==> config.mk <==
export PLATFORM = sky130hd
export DESIGN_NAME = mem_size_probe
export DESIGN_NICKNAME = d
export VERILOG_FILES = /design/src/rtl/mem_size_probe_pkg.sv /design/src/rtl/probe_page_ptr.sv /design/src/rtl/probe_rd_cap.sv /design/src/rtl/probe_fsm.sv /design/src/rtl/mem_size_probe.sv
export SDC_FILE = /design/constraint.sdc
export NUM_CORES = 1
export LEC_CHECK = 0
export ABC_AREA = 1
export BUFFER_PORTS_ARGS = -buffer_cell sky130_fd_sc_hd__buf_2
export CAP_MARGIN = 20
export CORE_MARGIN = 3
export CORE_UTILIZATION = 40
export CTS_CLUSTER_DIAMETER = 150
export DETAILED_ROUTE_END_ITERATION = 7
export PLACE_DENSITY = 0.62
export SYNTH_ARGS = -nofsm -noshare
export SYNTH_HDL_FRONTEND = slang
export SYNTH_SLANG_ARGS = --single-unit
==> constraint.sdc <==
create_clock -name clk_i -period 1.5 [get_ports clk_i]
set_clock_uncertainty 0.15 [all_clocks]
set_input_delay 0.15 -clock clk_i [delete_from_list [all_inputs] [get_ports clk_i]]
set_output_delay 0.15 -clock clk_i [all_outputs]
set_load 0.02 [all_outputs]
==> src/rtl/mem_size_probe_pkg.sv <==
package mem_size_probe_pkg;
  typedef enum logic [3:0] {
    ST_STEP,
    ST_WPAT,
    ST_ZRD,
    ST_ZCAP,
    ST_ZOLD,
    ST_ZINC,
    ST_RPAT,
    ST_RCAP,
    ST_CHK,
    ST_DONE
  } probe_state_e;
endpackage

==> src/rtl/probe_page_ptr.sv <==
module probe_page_ptr #(
  parameter int unsigned PAGE_W = 8,
  parameter logic [PAGE_W-1:0] START_PAGE = 8'h17
) (
  input  logic              clk_i,
  input  logic              rst_ni,
  input  logic              load_i,
  input  logic              step_i,
  output logic [PAGE_W-1:0] page_o,
  output logic              last_o
);
  localparam logic [PAGE_W-1:0] LAST_PAGE = '1;

  logic [PAGE_W-1:0] page_q;

  always_ff @(posedge clk_i or negedge rst_ni) begin
    if (!rst_ni)     page_q <= START_PAGE;
    else if (load_i) page_q <= START_PAGE;
    else if (step_i) page_q <= page_q + 1'b1;
  end

  assign page_o = page_q;
  assign last_o = (page_q == LAST_PAGE);

  AST_NO_WRAP: assert property (@(posedge clk_i) disable iff (!rst_ni)
    step_i |-> (page_q != LAST_PAGE));
endmodule

==> src/rtl/probe_rd_cap.sv <==
module probe_rd_cap #(
  parameter int unsigned DATA_W = 8
) (
  input  logic              clk_i,
  input  logic              rst_ni,
  input  logic              zp_en_i,
  input  logic              rb_en_i,
  input  logic [DATA_W-1:0] rdata_i,
  input  logic [DATA_W-1:0] pat_i,
  output logic [DATA_W-1:0] zp_o,
  output logic              match_o
);
  logic [DATA_W-1:0] zp_q, rb_q;

  always_ff @(posedge clk_i or negedge rst_ni) begin
    if (!rst_ni) begin
      zp_q <= '0;
      rb_q <= '0;
    end else begin
      if (zp_en_i) zp_q <= rdata_i;
      if (rb_en_i) rb_q <= rdata_i;
    end
  end

  assign zp_o    = zp_q;
  assign match_o = (rb_q == pat_i);

  AST_ONE_CAP: assert property (@(posedge clk_i) disable iff (!rst_ni)
    !(zp_en_i && rb_en_i));
endmodule

==> src/rtl/probe_fsm.sv <==
module probe_fsm
  import mem_size_probe_pkg::*;
#(
  parameter int unsigned ADDR_W = 16,
  parameter int unsigned DATA_W = 8,
  parameter int unsigned OFF_W  = 8,
  parameter logic [DATA_W-1:0] PAT_A = 8'hAA,
  parameter logic [ADDR_W-1:0] TRIP_ADDR = '0,
  localparam int unsigned PAGE_W = ADDR_W - OFF_W
) (
  input  logic              clk_i,
  input  logic              rst_ni,
  input  logic              start_i,
  input  logic [PAGE_W-1:0] page_i,
  input  logic              last_i,
  input  logic              match_i,
  input  logic [DATA_W-1:0] zp_i,
  output logic              load_o,
  output logic              step_o,
  output logic              zp_en_o,
  output logic              rb_en_o,
  output logic [DATA_W-1:0] pat_o,
  output logic              req_o,
  output logic              we_o,
  output logic [ADDR_W-1:0] addr_o,
  output logic [DATA_W-1:0] wdata_o,
  output logic              done_o,
  output logic [PAGE_W-1:0] top_o
);
  localparam logic [DATA_W-1:0] PAT_B = ~PAT_A;

  probe_state_e      state_q;
  logic              pat_sel_q;
  logic              done_q;
  logic [PAGE_W-1:0] top_q;
  logic [ADDR_W-1:0] probe_addr;

  assign probe_addr = {page_i, {OFF_W{1'b0}}};
  assign pat_o      = pat_sel_q ? PAT_B : PAT_A;
  assign step_o     = (state_q == ST_STEP);
  assign load_o     = (state_q == ST_DONE) && start_i;
  assign zp_en_o    = (state_q == ST_ZCAP);
  assign rb_en_o    = (state_q == ST_RCAP);
  assign done_o     = done_q;
  assign top_o      = top_q;

  always_ff @(posedge clk_i or negedge rst_ni) begin
    if (!rst_ni) begin
      state_q   <= ST_STEP;
      pat_sel_q <= 1'b0;
      done_q    <= 1'b0;
      top_q     <= '0;
    end else begin
      unique case (state_q)
        ST_STEP: state_q <= ST_WPAT;
        ST_WPAT: state_q <= ST_ZRD;
        ST_ZRD:  state_q <= ST_ZCAP;
        ST_ZCAP: state_q <= ST_ZOLD;
        ST_ZOLD: state_q <= ST_ZINC;
        ST_ZINC: state_q <= ST_RPAT;
        ST_RPAT: state_q <= ST_RCAP;
        ST_RCAP: state_q <= ST_CHK;
        ST_CHK: begin
          if (!match_i) begin
            top_q   <= page_i - 1'b1;
            done_q  <= 1'b1;
            state_q <= ST_DONE;
          end else if (!pat_sel_q) begin
            pat_sel_q <= 1'b1;
            state_q   <= ST_WPAT;
          end else if (last_i) begin
            top_q   <= page_i;
            done_q  <= 1'b1;
            state_q <= ST_DONE;
          end else begin
            pat_sel_q <= 1'b0;
            state_q   <= ST_STEP;
          end
        end
        ST_DONE: begin
          if (start_i) begin
            done_q    <= 1'b0;
            pat_sel_q <= 1'b0;
            state_q   <= ST_STEP;
          end
        end
        default: state_q <= ST_DONE;
      endcase
    end
  end

  // one access per state; trip address gets read, old value, old value + 1
  always_comb begin
    req_o   = 1'b0;
    we_o    = 1'b0;
    addr_o  = '0;
    wdata_o = '0;
    unique case (state_q)
      ST_WPAT: begin req_o = 1'b1; we_o = 1'b1; addr_o = probe_addr; wdata_o = pat_o; end
      ST_ZRD:  begin req_o = 1'b1; addr_o = TRIP_ADDR; end
      ST_ZOLD: begin req_o = 1'b1; we_o = 1'b1; addr_o = TRIP_ADDR; wdata_o = zp_i; end
      ST_ZINC: begin req_o = 1'b1; we_o = 1'b1; addr_o = TRIP_ADDR; wdata_o = zp_i + 1'b1; end
      ST_RPAT: begin req_o = 1'b1; addr_o = probe_addr; end
      default: ;
    endcase
  end

  AST_PAT_ORDER: assert property (@(posedge clk_i) disable iff (!rst_ni)
    (req_o && we_o && addr_o != TRIP_ADDR && wdata_o == PAT_B) |->
      ($past(state_q) == ST_CHK && $past(match_i)));
  AST_FAIL_TOP: assert property (@(posedge clk_i) disable iff (!rst_ni)
    $rose(done_q) && !$past(match_i) |-> top_q == $past(page_i) - 1'b1);
endmodule

==> src/rtl/mem_size_probe.sv <==
module mem_size_probe #(
  parameter int unsigned ADDR_W = 16,
  parameter int unsigned DATA_W = 8,
  parameter int unsigned OFF_W  = 8,
  parameter logic [ADDR_W-OFF_W-1:0] START_PAGE = 8'h17,
  parameter logic [DATA_W-1:0] PAT_A = 8'hAA,
  localparam int unsigned PAGE_W = ADDR_W - OFF_W
) (
  input  logic              clk_i,
  input  logic              rst_ni,
  input  logic              start_i,
  output logic              mem_req_o,
  output logic              mem_we_o,
  output logic [ADDR_W-1:0] mem_addr_o,
  output logic [DATA_W-1:0] mem_wdata_o,
  input  logic [DATA_W-1:0] mem_rdata_i,
  output logic              done_o,
  output logic [PAGE_W-1:0] top_page_o
);
  localparam logic [ADDR_W-1:0] TRIP_ADDR = '0;

  logic              load, step, last, match, zp_en, rb_en;
  logic [PAGE_W-1:0] page;
  logic [DATA_W-1:0] zp_val, pat;

  probe_page_ptr #(.PAGE_W(PAGE_W), .START_PAGE(START_PAGE)) u_ptr (
    .clk_i, .rst_ni, .load_i(load), .step_i(step), .page_o(page), .last_o(last)
  );

  probe_rd_cap #(.DATA_W(DATA_W)) u_cap (
    .clk_i, .rst_ni, .zp_en_i(zp_en), .rb_en_i(rb_en), .rdata_i(mem_rdata_i),
    .pat_i(pat), .zp_o(zp_val), .match_o(match)
  );

  probe_fsm #(
    .ADDR_W(ADDR_W), .DATA_W(DATA_W), .OFF_W(OFF_W), .PAT_A(PAT_A), .TRIP_ADDR(TRIP_ADDR)
  ) u_fsm (
    .clk_i, .rst_ni, .start_i, .page_i(page), .last_i(last), .match_i(match),
    .zp_i(zp_val), .load_o(load), .step_o(step), .zp_en_o(zp_en), .rb_en_o(rb_en),
    .pat_o(pat), .req_o(mem_req_o), .we_o(mem_we_o), .addr_o(mem_addr_o),
    .wdata_o(mem_wdata_o), .done_o(done_o), .top_o(top_page_o)
  );

  AST_WE_WITH_REQ: assert property (@(posedge clk_i) disable iff (!rst_ni)
    mem_we_o |-> mem_req_o);
  AST_READ_GAP: assert property (@(posedge clk_i) disable iff (!rst_ni)
    (mem_req_o && !mem_we_o) |=> !mem_req_o);
  AST_TRIP_INC: assert property (@(posedge clk_i) disable iff (!rst_ni)
    (mem_req_o && mem_we_o && mem_addr_o == TRIP_ADDR &&
     $past(mem_req_o && mem_we_o && mem_addr_o == TRIP_ADDR))
      |-> mem_wdata_o == $past(mem_wdata_o) + 1'b1);
  AST_DONE_QUIET: assert property (@(posedge clk_i) disable iff (!rst_ni)
    done_o |-> !mem_req_o);
  AST_DONE_HOLD: assert property (@(posedge clk_i) disable iff (!rst_ni)
    (done_o && !start_i) |=> (done_o && $stable(top_page_o)));
  AST_RESTART: assert property (@(posedge clk_i) disable iff (!rst_ni)
    (done_o && start_i) |=> !done_o);
endmodule

; Word level (Yosys, flattened, before mapping)
; Index checks and enable logic that the tools add are counted.
[word_totals]
elab_cells = 61
regBits = 38
inputBits = 11
[op_classes]
n_mux = 24
n_addsub = 3
n_eq_ne = 17
reduce_logical = 10
[op_table]
columns = operator, n
row1 = $mux 8, 6
row2 = $pmux 4 s10, 1
row3 = $pmux 8 s3, 1
row4 = $add 8x1->8 const B, 2
row5 = $eq 4x3->1 const B, 4
row6 = $mux 16, 1
row7 = $mux 4, 4
row8 = $mux 1, 9
row9 = $eq 4x2->1 const B, 2
row10 = $eq 4x4->1 const B, 2
row11 = $eq 8x8->1, 1
row12 = $eq 8x8->1 const B, 1
row13 = $sub 8x1->8 const B, 1
row14 = $ne 2x2->1 const B, 3
row15 = $ne 3x3->1 const B, 2
row16 = $reduce_and 3->1, 2
row17 = $reduce_or 5->1, 1
row18 = $eq 4x1->1 const B, 1
row19 = $logic_not 4->1, 1
row20 = $pmux 1 s2, 2
row21 = $reduce_and 4->1, 1
row22 = $reduce_bool 2->1, 2
row23 = $reduce_or 3->1, 1
row24 = $ne 2x1->1 const B, 1
row25 = other kinds (2), 2

; Logic depth before layout (Yosys ltp)
[depth]
depth_word = 5
ltp_mapped = 11

; By module
; A second synthesis with hierarchy kept.
[unflattened]
hier_cells = 331
area_unflattened_um2 = 2497.4
[modules_own_cells]
columns = mod, cells_per_inst, area_per_inst_um2, n_inst
row1 = probe_fsm, 187, 1244.9, 1
row2 = probe_rd_cap, 89, 785.8, 1
row3 = probe_page_ptr, 55, 466.7, 1

; Worst setup path after synthesis
; No wires, ideal clock.
[synth_timing]
kind = reg-to-output
startpoint = register u_fsm.state_q[1]
endpoint = output port mem_wdata_o[0]
n_path_buf = 0
setup_slack_ns = -0.301
path_stages_with_launch = 4
arrival_ns = 1.501
path_cell_list = dfrtp_1 inv_1 nand2_1 o311ai_0
[synth_between]
elab_chain_len = 2
[synth_rtl]
columns = item, line
row1 = from (decl), probe_fsm.sv:32  ; probe_state_e state_q;
row2 = from (signal assigned), probe_fsm.sv:49  ; state_q <= ST_STEP;
row3 = from (signal assigned), probe_fsm.sv:55  ; ST_STEP: state_q <= ST_WPAT;
row4 = from (signal assigned), probe_fsm.sv:56  ; ST_WPAT: state_q <= ST_ZRD;
row5 = $eq 4x3->1 / $eq 4x1->1 (equally long branches), probe_fsm.sv:98  ; unique case (state_q)
row6 = $pmux 8 s3 (*), probe_fsm.sv:98
row7 = to (decl), mem_size_probe.sv:15  ; output logic [DATA_W-1:0] mem_wdata_o,
; Every way passes the cells marked *; elsewhere a longest branch is shown, timed or not.

; Worst setup path in the final report
[layout_timing]
startpoint = register u_cap.zp_q[0], in the netlist u_cap.zp_o[0]
endpoint = output port mem_wdata_o[7]
[layout_between]
elab_chain_len = 2
[layout_rtl]
columns = item, line
row1 = from (decl), probe_rd_cap.sv:13  ; logic [DATA_W-1:0] zp_q, rb_q;
row2 = from (signal assigned), probe_rd_cap.sv:20  ; if (zp_en_i) zp_q <= rdata_i;
row3 = $add 8x1->8, probe_fsm.sv:102  ; ST_ZINC: begin req_o = 1'b1; we_o = 1'b1; addr_o = TRIP_ADDR; wdata_o = zp_i + 1'b1; end
row4 = $pmux 8 s3, probe_fsm.sv:98
; Every way passes these cells.

==> metrics.cfg <==
[sta]
grt_setup_unrepaired = yes
report.final.slew_viol_count = 0
finalSetupViolations = 31
min_period_ps = 1850
hold_viol_final = 1
fin_crit_sh = 1.24
whs_ps = -12.7
fmax_mhz = 539
worst_slack_ps = -354

[power_and_ir_drop]
switching_power_w = 0.00348
power_frac_comb = 0.636
clockPowerShare = 0.096
power_frac_seq = 0.268
powerDensity_mw_per_mm2 = 2030
internal_power_w = 0.00411
ir_drop_mv = 1.24
sw_frac_of_total = 0.458
power_leakage_nw = 1.85

[setup_path]
rrSetupSlack_ps = -200
crit_path_max_fanout = 4
required_ps = 1200
worstSetupPathType = flip-flop to primary output
end_kind = primary output
reg2reg_to = u_fsm.top_o[4]
ff2ff_path_depth = 7
worstPathArrival_ps = 1550
worst_setup_path_start_kind = flip-flop
reg2reg_from = u_ptr.page_o[1]

[clocking]
clk_pin_slew_ps = 70
clockRootBuffer = clkbuf_8
clk_latency_ps = 300
cts_buffers = 5
clock_path_buffers = 2
h-tree-depth = 2
numClockSinks = 38
cts_tree = yes

[cells_and_area]
area_delta_synth_final_pct = 60.8
drive_above_1_share = 0.452
final_nets = 438
antenna_cells = 0

[logic_synthesis]
yosysMostFrequentCell = nand2_1
synth_common_cells = 103 x nand2_1, 34 x dfrtp_1, 32 x inv_1, 31 x nor2_1, 30 x nand3_1
yosysWarningCount = 0
synthArstFlopShare = 1.00
netlist_instances = 325
netlist_area_mm2 = 0.00233
ys_seq_area_frac = 0.411
synth.distinct_cells = 29
synth_area_per_cell_um2 = 7.16
yosys.area.top_type = dfrtp_1
synth-seq-cells = 38
yosys_most_used_dff = dfrtp_1
synth-edff-count = 0
yosys.area.top_type_share = 0.366
synth_area_leaders = dfrtp_1 37%, nand2_1 17%, nand3_1 6.5%

[route]
avgRoutedWirePerCell_um = 13.2
drt_iter0_drc = 47
antenna_left = 0
route.detailed.drc = 0
wirelength_um = 6580
first_pass_iters = 4
vias_per_cell = 4.86
via_count = 2417

[outcome]
violations = hold timing, setup timing
status = finished, violations left

[die]
core_region_area_mm2 = 0.00557
die_h_um = 82.3
pin_count = 46
rows = 27
initial_core_util = 0.417
die-area_mm2 = 0.00677
die_w_um = 82.3

[placement]
dp_slack_ps = -164
dp_hpwl_um = 4380
port_buffers = 37
place.gp.congestion = 0.853

[global_routing]
grt_start_max_net_pins = 39
grt_pass1_wl_um = 9830
grt_remaining_overflow = 0
antenna_found_initial = 0
grt_pass1_vias = 2100
track_usage = 0.190

[min_path]
hold_end = u_cap.zp_o[2]
hp-start = mem_rdata_i[2]
hold_path_class = primary input to flip-flop
hold_depth = 3

[job]
drv_cap = 0

repair_timing:
action / in CTS / in global routing
pin swaps: 31 / 24
buffers inserted: 11 / 13
resized for setup: 70 / 82
setup endpoints to repair: 32 / 52
endpoints found under the hold margin: 37 / 1
hold buffers: 4 / 1
cells in the final DEF (no fill, tap or decap), types with 8 or more instances in the layout:
cell / count
nand2_4: 10
nor2_4: 19
nand3_2: 13
buf_2: 19
nand3_1: 12
nor2_1: 15
nand2_1: 92
conb_1: 8
inv_2: 10
o21ai_0: 17
dfrtp_1: 28
buf_6: 28
inv_1: 28
buf_4: 44
registers in the layout, indices dropped and copies added, names as in the netlist:
signal           count
u_cap.rb_q           8
u_cap.zp_o           8
u_fsm.top_o          8
u_ptr.page_o         8
u_fsm.state_q        4
u_fsm.done_o         1
u_fsm.pat_sel_q      1
cells by family after synthesis:
kind of cell               synth area share
and+or+nand+nor                       0.347
adders and majority gates            0.0161
AOI/OAI and AO/OA                    0.0974
buffers and inverters                 0.104
xor gates and xnor gates             0.0226
DFF                                   0.411
other                               0.00161
worst max-delay path by stage:
stage,startpoint,to
after floorplan,u_ptr.page_o[0],u_fsm.done_o
after CTS,u_cap.zp_o[1],mem_wdata_o[7]
after global placement,u_ptr.page_o[0],u_fsm.top_o[2]
after detailed placement,u_ptr.page_o[1],u_fsm.top_o[4]
after global routing,u_cap.zp_o[0],mem_wdata_o[5]
final,u_cap.zp_o[0],mem_wdata_o[7]
critical path, cell delays in order (launching register included):
cell,delay (ps)
dfrtp_2,450
buf_4,150
nand3_4,90
nor2_4,40
nand3b_1,90
xor2_1,170
nand2_1,70
nand2_1,80
buf_6,120
metal layers:
metal | GRT usage | routed length, um
met5 | 0 | 0
met4 | 0.0548 | 65
met3 | 0.0358 | 272
met2 | 0.305 | 3210
met1 | 0.261 | 3030
stage by stage:
stage               instances   util  power, W  TNS, ps  instance area, um^2
floorplan                 332      -   0.00395     -478                 2430
global placement          469  0.524   0.00521    -1260                 2920
detailed placement        469  0.524   0.00525    -1730                 2920
CTS                       490  0.602   0.00668    -6410                 3350
global route              497  0.671   0.00814    -9410                 3740
finish                    497  0.671   0.00759    -7220                 3740
final cells by class:
class | count | area (um^2)
fillers | 446 | 1830
multi-input cells | 241 | 1610
flip-flops and latches | 38 | 963
repair buffers | 99 | 841
inverters | 39 | 151
clock buffers | 8 | 90.1
well taps | 72 | 90.1
power by group through the flow:
| stage | clock [W] | sequential, W | combinational [W] |
|---|---|---|---|
| 2_1_floorplan | 0 | 0.00198 | 0.00198 |
| 3_3_place_gp | 0 | 0.00192 | 0.00328 |
| 3_5_place_dp | 0 | 0.00194 | 0.00331 |
| 4_1_cts | 0.000755 | 0.00194 | 0.00398 |
| 5_1_grt | 0.000797 | 0.00211 | 0.00523 |
| 6_report | 0.000732 | 0.00204 | 0.00483 |
Note: power is estimated with default switching activity, not from simulation.
